$ cat src/rtl/fan_tach_pkg.sv
// Shared constants for the fan tachometer monitor.
// Assumes byte-wide register access and counts exactly two bytes wide.
package fan_tach_pkg;
    localparam int BYTE_W  = 8;
    localparam int COUNT_W = 2 * BYTE_W;
    typedef logic [BYTE_W-1:0] byte_t;
endpackage

$ cat src/rtl/fan_tach_sync_filter.sv
// Synchronises one asynchronous tach input, then accepts a level change only
// after FILT_LEN consecutive clocks at the new value. Emits a one-clock pulse
// (registered) when the accepted level rises.
// Assumes SYNC_STAGES >= 2 and FILT_LEN >= 1.
module fan_tach_sync_filter #(
    parameter int SYNC_STAGES = 2,
    parameter int FILT_LEN    = 3
) (
    input  logic clk,
    input  logic rst_n,
    input  logic tach_raw,
    output logic rise_pulse
);
    localparam int RUN_W = $clog2(FILT_LEN + 1);

    logic [SYNC_STAGES-1:0] sync_q;
    logic                   synced;
    logic [RUN_W-1:0]       run_q;
    logic                   level_q;
    logic                   rise_q;

    // Shift the raw input through the synchroniser chain.
    always_ff @(posedge clk) begin
        if (!rst_n) sync_q <= '0;
        else        sync_q <= {sync_q[SYNC_STAGES-2:0], tach_raw};
    end

    assign synced = sync_q[SYNC_STAGES-1];

    // Count clocks of disagreement and commit the level once the run is long enough.
    always_ff @(posedge clk) begin
        if (!rst_n) begin
            run_q   <= '0;
            level_q <= 1'b0;
            rise_q  <= 1'b0;
        end else begin
            rise_q <= 1'b0;
            if (synced == level_q) begin
                run_q <= '0;
            end else if (run_q == RUN_W'(FILT_LEN - 1)) begin
                level_q <= synced;
                run_q   <= '0;
                rise_q  <= synced;
            end else begin
                run_q <= run_q + 1'b1;
            end
        end
    end

    assign rise_pulse = rise_q;

    // The filtered level may only move toward the synchronised input.
    p_level_follows_r6: assert property (@(posedge clk) disable iff (!rst_n)
        !$stable(level_q) |-> (level_q == $past(synced)));

    // A qualified rise is never followed directly by another one.
    p_single_rise_r6: assert property (@(posedge clk) disable iff (!rst_n)
        rise_q |=> !rise_q);
endmodule

$ cat src/rtl/fan_tach_counter.sv
// Counts reference ticks between qualified rising tach edges and holds the
// completed count. Saturates at all-ones and then reports all-ones.
// Assumes rise_pulse is at most one clock wide.
module fan_tach_counter #(
    parameter int CNT_W = 16
) (
    input  logic             clk,
    input  logic             rst_n,
    input  logic             tick_en,
    input  logic             rise_pulse,
    output logic [CNT_W-1:0] held_count
);
    localparam logic [CNT_W-1:0] SAT = '1;

    logic [CNT_W-1:0] cnt_q;
    logic [CNT_W-1:0] hold_q;

    // Restart on an edge, otherwise advance on ticks and saturate.
    always_ff @(posedge clk) begin
        if (!rst_n) begin
            cnt_q  <= '0;
            hold_q <= SAT;
        end else if (rise_pulse) begin
            hold_q <= cnt_q;
            cnt_q  <= {{(CNT_W-1){1'b0}}, tick_en};
        end else begin
            if (tick_en && cnt_q != SAT) cnt_q <= cnt_q + 1'b1;
            if (cnt_q == SAT)            hold_q <= SAT;
        end
    end

    assign held_count = hold_q;

    p_no_wrap_r5: assert property (@(posedge clk) disable iff (!rst_n)
        (cnt_q == SAT && !rise_pulse) |=> (cnt_q == SAT));

    p_stall_flag_r5: assert property (@(posedge clk) disable iff (!rst_n)
        (cnt_q == SAT && !rise_pulse) |=> (hold_q == SAT));

    p_capture_r3: assert property (@(posedge clk) disable iff (!rst_n)
        rise_pulse |=> (hold_q == $past(cnt_q)));

    p_tick_gate_r4: assert property (@(posedge clk) disable iff (!rst_n)
        (!tick_en && !rise_pulse) |=> $stable(cnt_q));
endmodule

$ cat src/rtl/fan_tach_regfile.sv
// Index/data register window onto the held counts. A low-byte read latches
// the matching high byte into a shadow; high-byte reads return the shadow.
// Assumes the base index is even and counts are two bytes wide.
module fan_tach_regfile
    import fan_tach_pkg::*;
#(
    parameter int NUM_CH    = 3,
    parameter int INDEX_OFS = 8'h70,
    parameter int DATA_OFS  = 8'h71,
    parameter int BASE_IDX  = 8'h28
) (
    input  logic                          clk,
    input  logic                          rst_n,
    input  logic [NUM_CH-1:0][COUNT_W-1:0] hold_i,
    input  byte_t                         reg_addr,
    input  logic                          reg_wr,
    input  logic                          reg_rd,
    input  byte_t                         reg_wdata,
    output byte_t                         reg_rdata
);
    byte_t               idx_q;
    byte_t               rdata_q;
    byte_t               data_byte;
    byte_t [NUM_CH-1:0]  shadow_q;
    logic  [NUM_CH-1:0]  lo_hit;
    logic  [NUM_CH-1:0]  hi_hit;
    logic                rd_data;
    logic                rd_index;

    assign rd_data  = reg_rd && (reg_addr == BYTE_W'(DATA_OFS));
    assign rd_index = reg_rd && (reg_addr == BYTE_W'(INDEX_OFS));

    // Decode the index into per-channel byte selects and pick the data byte.
    always_comb begin
        lo_hit    = '0;
        hi_hit    = '0;
        data_byte = '0;
        for (int k = 0; k < NUM_CH; k++) begin
            lo_hit[k] = (idx_q == BYTE_W'(BASE_IDX + 2 * k));
            hi_hit[k] = (idx_q == BYTE_W'(BASE_IDX + 2 * k + 1));
            if (lo_hit[k]) data_byte = hold_i[k][BYTE_W-1:0];
            if (hi_hit[k]) data_byte = shadow_q[k];
        end
    end

    // Load the index register from the index port.
    always_ff @(posedge clk) begin
        if (!rst_n)                                          idx_q <= '0;
        else if (reg_wr && reg_addr == BYTE_W'(INDEX_OFS))   idx_q <= reg_wdata;
    end

    // Latch each channel's high byte when its low byte is read.
    always_ff @(posedge clk) begin
        if (!rst_n) begin
            shadow_q <= '1;
        end else begin
            for (int k = 0; k < NUM_CH; k++)
                if (rd_data && lo_hit[k]) shadow_q[k] <= hold_i[k][COUNT_W-1:BYTE_W];
        end
    end

    // Register read data on a read strobe and hold it otherwise.
    always_ff @(posedge clk) begin
        if (!rst_n)        rdata_q <= '0;
        else if (rd_index) rdata_q <= idx_q;
        else if (rd_data)  rdata_q <= data_byte;
        else if (reg_rd)   rdata_q <= '0;
    end

    assign reg_rdata = rdata_q;

    p_rdata_quiet_r9: assert property (@(posedge clk) disable iff (!rst_n)
        !reg_rd |=> $stable(reg_rdata));

    p_other_ofs_r8: assert property (@(posedge clk) disable iff (!rst_n)
        (reg_rd && !rd_index && !rd_data) |=> (reg_rdata == '0));

    p_unimpl_idx_r8: assert property (@(posedge clk) disable iff (!rst_n)
        (rd_data && lo_hit == '0 && hi_hit == '0) |=> (reg_rdata == '0));

    for (genvar k = 0; k < NUM_CH; k++) begin : g_shadow_chk
        p_shadow_r7: assert property (@(posedge clk) disable iff (!rst_n)
            (rd_data && lo_hit[k]) |=> (shadow_q[k] == $past(hold_i[k][COUNT_W-1:BYTE_W])));
    end
endmodule

$ cat src/rtl/fan_tach_monitor.sv
// Top level: one synchroniser/filter and one period counter per fan, and a
// shared index/data register window. Assumes tick_en is a one-clock enable.
module fan_tach_monitor
    import fan_tach_pkg::*;
#(
    parameter int NUM_FANS    = 3,
    parameter int SYNC_STAGES = 2,
    parameter int FILT_LEN    = 3,
    parameter int INDEX_OFS   = 8'h70,
    parameter int DATA_OFS    = 8'h71,
    parameter int BASE_IDX    = 8'h28
) (
    input  logic                clk,
    input  logic                rst_n,
    input  logic                tick_en,
    input  logic [NUM_FANS-1:0] tach_in,
    input  logic [7:0]          reg_addr,
    input  logic                reg_wr,
    input  logic                reg_rd,
    input  logic [7:0]          reg_wdata,
    output logic [7:0]          reg_rdata
);
    logic [NUM_FANS-1:0]              rise_w;
    logic [NUM_FANS-1:0][COUNT_W-1:0] hold_w;

    for (genvar k = 0; k < NUM_FANS; k++) begin : g_fan
        fan_tach_sync_filter #(
            .SYNC_STAGES (SYNC_STAGES),
            .FILT_LEN    (FILT_LEN)
        ) u_filt (
            .clk        (clk),
            .rst_n      (rst_n),
            .tach_raw   (tach_in[k]),
            .rise_pulse (rise_w[k])
        );

        fan_tach_counter #(
            .CNT_W (COUNT_W)
        ) u_cnt (
            .clk        (clk),
            .rst_n      (rst_n),
            .tick_en    (tick_en),
            .rise_pulse (rise_w[k]),
            .held_count (hold_w[k])
        );
    end

    fan_tach_regfile #(
        .NUM_CH    (NUM_FANS),
        .INDEX_OFS (INDEX_OFS),
        .DATA_OFS  (DATA_OFS),
        .BASE_IDX  (BASE_IDX)
    ) u_regs (
        .clk       (clk),
        .rst_n     (rst_n),
        .hold_i    (hold_w),
        .reg_addr  (reg_addr),
        .reg_wr    (reg_wr),
        .reg_rd    (reg_rd),
        .reg_wdata (reg_wdata),
        .reg_rdata (reg_rdata)
    );
endmodule

$ cat config.mk
export PLATFORM = sky130hd
export DESIGN_NAME = fan_tach_monitor
export DESIGN_NICKNAME = d
export VERILOG_FILES = /design/src/rtl/fan_tach_pkg.sv /design/src/rtl/fan_tach_sync_filter.sv /design/src/rtl/fan_tach_counter.sv /design/src/rtl/fan_tach_regfile.sv /design/src/rtl/fan_tach_monitor.sv
export SDC_FILE = /design/constraint.sdc
export NUM_CORES = 1
export LEC_CHECK = 0
export ABC_AREA = 1
export BUFFER_PORTS_ARGS = -buffer_cell sky130_fd_sc_hd__buf_2
export CORE_MARGIN = 4
export CORE_UTILIZATION = 30
export DETAILED_ROUTE_END_ITERATION = 6
export PLACE_DENSITY = 0.54
export SETUP_SLACK_MARGIN = 0.3
export SLEW_MARGIN = 20
export SYNTH_ARGS = -nofsm -noshare
export SYNTH_HDL_FRONTEND = slang
export SYNTH_HIERARCHICAL = 1
export SYNTH_SLANG_ARGS = --single-unit
$ cat constraint.sdc
create_clock -name clk -period 2.3 [get_ports clk]
set_input_delay 0.115 -clock clk [delete_from_list [all_inputs] [get_ports clk]]
set_output_delay 0.115 -clock clk [all_outputs]
set_load 0.02 [all_outputs]
==> flow_summary_export.csv <==
group,metric,value,unit
min_path,holdPathStages,4,
final_layout,design_area,8580,µm²
worst_setup_path,ff2ff_path_depth,9,
job,drv_cap,0,
worst_setup_path,endpoint_kind,"register",
global_routing,grt_pass1_vias,5775,
sta,max-slew-margin-rel,0.614,
logic_synthesis,synth_seq_area_share,0.416,
floorplanning,dieHeight,165,µm
routing,drtIter0Drc,537,
worst_setup_path,crit_path_start_kind,"register",
power_and_ir_drop,power.density,670,nW/µm²
routing,wire_per_inst,12.5,µm
global_routing,grt_first_pass_wirelength,28900,µm
final_layout,final_nets,1093,
sta,hold_viol_final,0,
final_layout,fillCellCount,2509,
clock_network,root_buffer,"clkbuf_16",
sta,fin_crit_sh,0.787,
floorplanning,core,24300,µm²
sta,worst_pin_slew,0.578,ns
worst_setup_path,critical_path_buf_inv_count,3,
logic_synthesis,synth_edf_count,0,
final_layout,seqCellArea,3080,µm²
sta,max_freq,552,MHz
routing,num_vias,6464,
routing,first_pass_iters,5,
final_layout,antenna_cells,0,
logic_synthesis,netlist.area_leader.share,0.416,
global_routing,antenna_found_initial,0,
sta,rsz0062_at_grt,"true",
placed_design,portBuffers,31,
logic_synthesis,synth-seq-cells,154,
worst_setup_path,crit_chain,"inv_1 -> nand2_1 -> nor2_4 -> buf_4 -> nand2_1 -> nor2_4 -> inv_2 -> nand2_1 -> nand3_1",
global_routing,track_usage,0.131,
sta,tns,0,ns
status,status,"finished clean",
sta,skew,0.0107,ns
clock_network,cts_tree,"done",
sta,final-setup-viol-count,0,
worst_setup_path,critical_path_depth,9,
routing,vias_per_cell,4.62,
power_and_ir_drop,p_leak,0.00362,µW
final_layout,syn_to_final_growth,15.7,%
sta,layout_min_cycle_time,1.81,ns
logic_synthesis,synthCells,1019,
placed_design,gp_congestion,0.808,
clock_network,numCtsBuffers,17,
logic_synthesis,yosys_warnings,6,
global_routing,overflow,0,
final_layout,multi_input_area,3730,µm²
logic_synthesis,synth_area,7410,µm²
floorplanning,die_w,165,µm
logic_synthesis,syn_avg_cell_area,7.28,µm²
worst_setup_path,crit_family,"simple AND/OR/NAND/NOR gates",
global_routing,grt_max_degree,53,
logic_synthesis,synth_area_leaders,"dfxtp_1, nand2_1, nand3_1",
clock_network,cts_max_level,4,
floorplanning,start_util,0.305,
clock_network,clock_latency,0.42,ns
routing,antenna_left,0,
routing,drt-total-wl,17500,µm
floorplanning,io-pin-count,32,
routing,drc,0,
logic_synthesis,synth_cell_type_count,37,
worst_setup_path,worstSetupPathType,"register to register",
placed_design,detailed_place_hpwl,12200,µm
power_and_ir_drop,ir_worst_vdd,0.470,mV
logic_synthesis,synth.most_common_cell,"nand2_1",
min_path,min_path_type,"primary input to register",
worst_setup_path,crit_path_top_delay_cell,"dfxtp_1",
logic_synthesis,async_reset_ff_frac,0,
sta,report.final.slew_viol_count,0,
worst_setup_path,crit_top_cell,"nand2_1",
logic_synthesis,synthTopCellsByCount,"nand2_1, dfxtp_1, nor2_1",
clock_network,clkSlewWorstSetupHoldPaths,0.06,ns
placed_design,place_area,7850,µm²
logic_synthesis,synth_top_flop_cell,"dfxtp_1",
clock_network,cts_buffer_depth,2,
worst_setup_path,worst_ep_required_time,2.59,ns
floorplanning,fp-row-count,57,
worst_setup_path,critPathArrivalTime,2.10,ns
final_layout,final_core_util,0.353,
clock_network,cts_sinks,154,
logic_synthesis,yosys.area.top_type,"dfxtp_1",
floorplanning,die_area,27300,µm²
worst_setup_path,critPathMaxFanout,20,
worst_setup_path,cpPeakStageDelay,0.32,ns
logic_synthesis,syn_nets,1049,
final_layout,drive_gt1_frac,0.157,
## kinds of logic (layout without fill, tap and decap cells)
family          after synthesis  count (layout)  share of synthesized area
compound gates              146             146                      0.138
xor+xnor                     18              18                     0.0213
fa+ha+maj                     6               6                     0.0101
buf+inv                     136             192                     0.0829
flops                       154             154                      0.416
simple gates                559             559                      0.332
## stage by stage
step | total power, µW | setup WS [ns] | hold WS, ns | cells
after floorplan | 2900 | 0.740 | 0.208 | 1019
after global placement | 2970 | 0.393 | 0.300 | 1355
after detailed placement | 2970 | 0.345 | 0.302 | 1355
after CTS | 5840 | 0.329 | 0.103 | 1399
after global routing | 5980 | 0.293 | 0.134 | 1399
final | 5750 | 0.489 | 0.126 | 1399
## registers in the layout, summed over array words and instances (netlist names)
register                 count
u_regs/idx_q                 8
g_fan.u_filt/level_q         3
g_fan.u_cnt/held_count      48
g_fan.u_cnt/cnt_q           48
g_fan.u_filt/sync_q          6
g_fan.u_filt/rise_pulse      3
u_regs/reg_rdata             8
u_regs/shadow_q             24
g_fan.u_filt/run_q           6
## timing repair
| item | CTS | global route |
|---|---|---|
| endpoints found under the hold margin | 12 | 0 |
| hold buffers | 13 | 0 |
| buffers inserted | 0 | 0 |
| gates resized for setup | 0 | 2 |
| setup endpoints to repair | 0 | 24 |
## layout make-up
type,instances,area share
Inverter,105,0.0460
Tap cell,324,0.0473
Multi-Input combinational cell,729,0.435
Clock inverter,14,0.0191
Clock buffer,17,0.0496
Sequential cell,154,0.359
Timing Repair Buffer,56,0.0441
## worst paths after layout
kind                                 start                  endpoint  slack, ns
setup / recovery           u_regs/idx_q[4]        u_regs/shadow_q[0]       0.49
hold / removal                      reg_wr           u_regs/idx_q[0]       0.13
setup reg to reg           u_regs/idx_q[4]        u_regs/shadow_q[0]       0.49
hold reg to reg   g_fan[0].u_filt/run_q[0]  g_fan[0].u_filt/run_q[0]       0.41
## per-layer routing
layer | share of wire | vias up | GRT usage
met5 | 0 | - | 0
met4 | 0.011 | 0 | 0.0389
met3 | 0.028 | 11 | 0.0261
met2 | 0.45 | 79 | 0.202
met1 | 0.51 | 2967 | 0.186
li1 | - | 3407 | -
## where the power goes
group / internal, µW / switching, µW
Combinational: 76.4 / 137
Clock: 1620 / 1200
Sequential: 2690 / 25.8
## cell usage in the layout, fill, tap and decap left out, drive strengths merged
master and n:
a21oi 44, clkinvlp 3, dfxtp 154, xor2 12, o21ai 43, nand4 10, nor3 9, buf 43
dlygate4sd3 13, or2 3, inv 109, ha 6, bufinv 2, a31oi 8, o2111ai 3, nand3 90
nor4 1, o22ai 48, clkinv 5, and3 3, nand2 306, clkbuf 17, nor2 134, nor2b 3
xnor2 6
## worst min-delay path, cell delays in order
cell	delay (ns)
buf_2	0.10
clkinv_1	0.14
nor3_1	0.07
nor2_1	0.08
Power figures use the tool's default switching activity.
